$ cat src/rtl/errcnt_pkg.sv
`timescale 1ns/1ps
package errcnt_pkg;
   // number of full-width event counters in the bank
   localparam int unsigned NUM_WIDE = 4;

   // latch source selection
   typedef enum logic {
      MODE_SECOND = 1'b0,
      MODE_DEMAND = 1'b1
   } latch_mode_e;
endpackage

$ cat src/rtl/errcnt_sat_field.sv
`timescale 1ns/1ps
// One saturating live counter plus its shadow buffer.
module errcnt_sat_field #(
   parameter int unsigned W = 16
) (
   input  logic         clk,
   input  logic         rst_n,
   input  logic         inc_i,
   input  logic         latch_i,
   output logic [W-1:0] shadow_o
);
   localparam logic [W-1:0] MAX_V = {W{1'b1}};
   localparam logic [W-1:0] ONE_V = W'(1);

   initial begin : param_chk
      assert (W >= 1 && W <= 32) else $fatal(1, "errcnt_sat_field: W out of range");
   end

   logic [W-1:0] live_q;
   logic [W-1:0] live_inc;
   logic         at_max;

   // saturation detect: a single-bit field is full whenever it is set
   generate
      if (W == 1) begin : g_bit
         assign at_max   = live_q[0];
         assign live_inc = 1'b1;
      end else begin : g_vec
         assign at_max   = (live_q == MAX_V);
         assign live_inc = live_q + ONE_V;
      end
   endgenerate

   always_ff @(posedge clk) begin
      if (!rst_n) begin
         live_q   <= '0;
         shadow_o <= '0;
      end else if (latch_i) begin
         shadow_o <= live_q;
         live_q   <= inc_i ? ONE_V : '0;
      end else if (inc_i && !at_max) begin
         live_q <= live_inc;
      end
   end


   no_overflow_chk: assert property (@(posedge clk) disable iff (!rst_n)
      (live_q == MAX_V && !latch_i) |=> (live_q == MAX_V));

   clear_event_chk: assert property (@(posedge clk) disable iff (!rst_n)
      (latch_i && inc_i) |=> (live_q == ONE_V));

   shadow_load_chk: assert property (@(posedge clk) disable iff (!rst_n)
      latch_i |=> (shadow_o == $past(live_q)));

   shadow_hold_chk: assert property (@(posedge clk) disable iff (!rst_n)
      !latch_i |=> $stable(shadow_o));
endmodule

$ cat src/rtl/errcnt_latch_ctrl.sv
`timescale 1ns/1ps
// Chooses the latch source and runs the request/acknowledge handshake.
module errcnt_latch_ctrl
   import errcnt_pkg::*;
(
   input  logic clk,
   input  logic rst_n,
   input  logic mode_demand_i,
   input  logic sec_tick_i,
   input  logic req_i,
   output logic latch_o,
   output logic ack_o
);
   latch_mode_e mode;
   logic        pend_q;
   logic        dem_req;

   assign mode    = latch_mode_e'(mode_demand_i);
   assign dem_req = (mode == MODE_DEMAND) && req_i;
   assign latch_o = (mode == MODE_DEMAND) ? req_i : sec_tick_i;

   always_ff @(posedge clk) begin
      if (!rst_n) begin
         pend_q <= 1'b0;
         ack_o  <= 1'b0;
      end else if (mode == MODE_SECOND) begin
         pend_q <= 1'b0;
         ack_o  <= 1'b0;
      end else begin
         pend_q <= dem_req;
         if (dem_req)     ack_o <= 1'b0;
         else if (pend_q) ack_o <= 1'b1;
      end
   end


   ack_idle_chk: assert property (@(posedge clk) disable iff (!rst_n)
      !mode_demand_i |=> !ack_o);

   ack_clear_chk: assert property (@(posedge clk) disable iff (!rst_n)
      (mode_demand_i && req_i) |=> !ack_o);

   ack_rise_chk: assert property (@(posedge clk) disable iff (!rst_n)
      $rose(ack_o) |-> $past(latch_o, 2));
endmodule

$ cat src/rtl/errcnt_bank.sv
`timescale 1ns/1ps
module errcnt_bank
   import errcnt_pkg::*;
#(
   parameter int unsigned CNT_W  = 16,
   parameter int unsigned MFA_W  = 6,
   parameter int unsigned COFA_W = 2
) (
   input  logic                      clk,
   input  logic                      rst_n,
   input  logic                      cv_ev_i,
   input  logic                      fbit_ev_i,
   input  logic                      crc_ev_i,
   input  logic                      eblk_ev_i,
   input  logic                      mfa_ev_i,
   input  logic                      cofa_ev_i,
   input  logic                      sec_tick_i,
   input  logic                      mode_demand_i,
   input  logic                      req_i,
   output logic                      ack_o,
   output logic [CNT_W-1:0]          cv_buf_o,
   output logic [CNT_W-1:0]          fbit_buf_o,
   output logic [CNT_W-1:0]          crc_buf_o,
   output logic [CNT_W-1:0]          eblk_buf_o,
   output logic [MFA_W+COFA_W-1:0]   combo_buf_o
);
   localparam int unsigned COMBO_W = MFA_W + COFA_W;

   initial begin : param_chk
      assert (CNT_W >= 2 && CNT_W <= 32) else $fatal(1, "errcnt_bank: CNT_W out of range");
      assert (MFA_W >= 1 && COFA_W >= 1 && COMBO_W <= 32)
         else $fatal(1, "errcnt_bank: shared counter widths out of range");
   end

   logic                latch;
   logic [NUM_WIDE-1:0] wide_ev;
   logic [CNT_W-1:0]    wide_buf [NUM_WIDE];
   logic [MFA_W-1:0]    mfa_buf;
   logic [COFA_W-1:0]   cofa_buf;

   assign wide_ev = {eblk_ev_i, crc_ev_i, fbit_ev_i, cv_ev_i};

   errcnt_latch_ctrl u_ctrl (
      .clk           (clk),
      .rst_n         (rst_n),
      .mode_demand_i (mode_demand_i),
      .sec_tick_i    (sec_tick_i),
      .req_i         (req_i),
      .latch_o       (latch),
      .ack_o         (ack_o)
   );

   generate
      for (genvar i = 0; i < NUM_WIDE; i++) begin : g_wide
         errcnt_sat_field #(.W(CNT_W)) u_cnt (
            .clk      (clk),
            .rst_n    (rst_n),
            .inc_i    (wide_ev[i]),
            .latch_i  (latch),
            .shadow_o (wide_buf[i])
         );
      end
   endgenerate

   errcnt_sat_field #(.W(MFA_W)) u_mfa (
      .clk      (clk),
      .rst_n    (rst_n),
      .inc_i    (mfa_ev_i),
      .latch_i  (latch),
      .shadow_o (mfa_buf)
   );

   errcnt_sat_field #(.W(COFA_W)) u_cofa (
      .clk      (clk),
      .rst_n    (rst_n),
      .inc_i    (cofa_ev_i),
      .latch_i  (latch),
      .shadow_o (cofa_buf)
   );

   assign cv_buf_o    = wide_buf[0];
   assign fbit_buf_o  = wide_buf[1];
   assign crc_buf_o   = wide_buf[2];
   assign eblk_buf_o  = wide_buf[3];
   // alignment-change field on top, async multiframes below
   assign combo_buf_o = {cofa_buf, mfa_buf};
endmodule

$ cat config.mk
export PLATFORM = sky130hd
export DESIGN_NAME = errcnt_bank
export DESIGN_NICKNAME = d
export VERILOG_FILES = /design/src/rtl/errcnt_pkg.sv /design/src/rtl/errcnt_sat_field.sv /design/src/rtl/errcnt_latch_ctrl.sv /design/src/rtl/errcnt_bank.sv
export SDC_FILE = /design/constraint.sdc
export NUM_CORES = 1
export LEC_CHECK = 0
export BUFFER_PORTS_ARGS = -buffer_cell sky130_fd_sc_hd__buf_2
export CAP_MARGIN = 20
export CORE_MARGIN = 4
export CORE_UTILIZATION = 55
export DETAILED_ROUTE_END_ITERATION = 16
export GPL_ROUTABILITY_DRIVEN = 0
export GPL_TIMING_DRIVEN = 0
export PLACE_DENSITY_LB_ADDON = 0.12
export SYNTH_ARGS = -nofsm -noshare
export SYNTH_HDL_FRONTEND = slang
export SYNTH_SLANG_ARGS = --single-unit
$ cat constraint.sdc
create_clock -name clk -period 4.1 [get_ports clk]
set_input_delay 0.615 -clock clk [delete_from_list [all_inputs] [get_ports clk]]
set_output_delay 0.615 -clock clk [all_outputs]
set_load 0.01 [all_outputs]
==> summary.txt <==
Detailed Route WL - 16,100 um
Clock sink total - 146
Tmin final - 2.14 ns
Crit. End Element - flip-flop
Residual DRC - 0
CP Launch Type - flip-flop
Post-CTS setup buffers - 0
Unrepaired setup endpoints after global routing - false
H-tree Lvls - 4
Syn Std Cell Area - 6170 um2
Initial antenna violation count - 0
Kind of critical path - reg -> reg
Cells after Synth - 756
I/O Buffers - 82
Most common cell in the netlist - nand2_1
WHS Endpoint - u_ctrl.ack_o
Hold Vio Cnt, Final - 0
HP Class - in -> reg
Area Overhead vs Synth - 19.0%
Worst-Margin Slew - 0.738 ns
Avg Inst Size Synth - 8.16 um2
Yosys reg bits - 146
Initial Util - 0.567
Crit-path max FO - 10
Most Crowded Layer GR - met2
# IOs - 84
Final setup vio count - 0
Final ANT Viol Nets - 0
Clock-pin slew on the worst setup and hold paths - 0.06 ns
Top cells by area, synth - dfxtp_1 47%, nand2_1 10%, a21oi_1 9.4%
Max-slew violations - 0
Worst Path Required - 4.54 ns
Final nets - 874
Peak supply drop - 332 uV
R2r worst-path depth - 5
Post-DP HPWL - 11,200 um
# rows - 38
Largest net degree at the start of global routing - 17
Number of flops mapped to enable cells by yosys - 0
Synth warn - 0
# diodes - 0
First-pass GRT wire length - 26,900 um
R2R Path End - g_wide[3].u_cnt.live_q[0]
Sum Neg Setup Slack - 0 ns
Largest area contributor in the synthesized netlist - dfxtp_1
Hold path startpoint - req_i
Max-Cap Viols - 0
Die Y - 114 um
Clock root cell - clkbuf_8
TritonRoute pass-1 iters - 8
Seq/Total Area, Yosys - 0.474
Crit path DAT - 2.58 ns
Yosys top cell area share - 0.474
CTS Hold Bufs - 0
Die footprint - 13,000 um2
Worst hold stages - 2
GR Util met3 - 0.0615
Die width - 114 um
Slew HR - 0.504
Mapped Nets - 773
Synth cell types - 49
Vias - 6,039
Setup WS pre-CTS - 1.59 ns
Tot GR Track Use - 0.256
Synth async-reset ratio - 0
Vias in the first global route - 5,757
TritonCTS clock tree - built
Tcrit/Tclk final - 0.522
P per Cell Area - 425 nW/um2
TritonCTS buffer count - 17
Crit Reg-Reg Startpoint - g_wide[3].u_cnt.live_q[9]
Cts repair resizes - 0
Clock Latency Late Sink - 0.55 ns
GR Layer Usage met2 - 0.430
GRT met1 Usage - 0.320
CTS Buffer Depth - 2
Share of cells above drive strength 1 - 0.140
Core area - 10,900 um2
Wire length per cell - 15.9 um
Status - complete, no violations
Final worst slack - 1.96 ns
Max Clock Skew - 0.00599 ns
Synth Flop Type - dfxtp_1
FF-to-FF setup slack - 1.96 ns
Max Clk Rate - 0.467 GHz
Detailed Route Iter0 Violations - 451
Post-synth top cells - 168 x nand2_1, 146 x dfxtp_1, 116 x a21oi_1
Leakage - 2.56 nW
Via/cell ratio - 5.98
Design Power - 0.00312 W
Global route total overflow - 0
[cell usage in the layout, fill, tap and decap left out, drive strengths merged, types with 5 or more instances in the layout]
master,count
nor4,8
dfxtp,146
buf,90
o31ai,25
o311ai,6
or4,27
a21oi,116
inv,17
a211oi,6
clkinv,6
o21ai,23
nor2,16
clkbuf,56
mux2i,5
nand4,23
or3,17
nand3,26
nand2,168
and3,10
o41ai,6
nor3,16
and4,10
ha,6
[state kept, by name (all words and copies together), names as in the netlist]
name                   cells
g_wide.u_cnt.live_q       64
g_wide.u_cnt.shadow_o     64
u_cofa.live_q              2
u_cofa.shadow_o            2
u_ctrl.ack_o               1
u_ctrl.pend_q              1
u_mfa.live_q               6
u_mfa.shadow_o             6
[report_power, final]
group	switching, W	total, W	internal [W]
registers	0.0000131	0.00144	0.00143
clock network	0.000592	0.00154	0.000952
logic	0.000101	0.000134	0.0000323
total	0.000706	0.00312	0.00242
[how the worst max path moves through the flow]
| stage | startpoint | endpoint | slack (ns) | cells after the start |
|---|---|---|---|---|
| 6_report | g_wide[3].u_cnt.live_q[9] | g_wide[3].u_cnt.live_q[0] | 1.96 | 5 |
| 5_1_grt | g_wide[3].u_cnt.live_q[9] | g_wide[3].u_cnt.live_q[0] | 1.76 | 5 |
| 4_1_cts | g_wide[3].u_cnt.live_q[0] | g_wide[3].u_cnt.live_q[10] | 1.98 | 6 |
| 3_5_place_dp | rst_n | g_wide[0].u_cnt.live_q[10] | 1.59 | 6 |
| 3_3_place_gp | rst_n | g_wide[0].u_cnt.live_q[10] | 1.64 | 6 |
| 2_1_floorplan | g_wide[3].u_cnt.live_q[0] | g_wide[3].u_cnt.live_q[10] | 2.17 | 6 |
[critical path, stage by stage, from the launching register on]
cell     delay [ns]
dfxtp_1        0.43
nand4_1        0.29
nor4_1         0.64
buf_2          0.32
nor3_1         0.07
o31a_1         0.27
[through the flow]
step | std cells | hold slack (ns) | util | cell area [um2]
2_1_floorplan | 756 | 0.449 | - | 6170
3_3_place_gp | 978 | 0.436 | 0.620 | 6760
3_5_place_dp | 978 | 0.441 | 0.620 | 6760
4_1_cts | 1010 | 0.255 | 0.674 | 7340
5_1_grt | 1010 | 0.262 | 0.674 | 7340
6_report | 1010 | 0.263 | 0.674 | 7340
[area by class of cell]
type                       instances  area, um2
buffer                            43        168
clock buffer                      21        449
clock inverter                    11        135
fill                             919       3550
inverter                          18       81.3
multi-input combinational        549       3000
sequential                       146       2920
tap                              140        175
timing repair buffer              82        410
[kinds of logic after synthesis]
family | share of synthesized area
and+or+nand+nor | 0.265
DFF | 0.474
xor gates and xnor gates | 0.00426
AOI/OAI and AO/OA | 0.195
buffers and inverters | 0.0404
adders and majority gates | 0.0122
muxes | 0.00994
[metal layers]
metal	wire length (um)	vias up
met4	306	0
met3	897	34
li1	-	2972
met2	7890	155
met5	0	-
met1	6960	2878
Power figures use the tool's default switching activity.
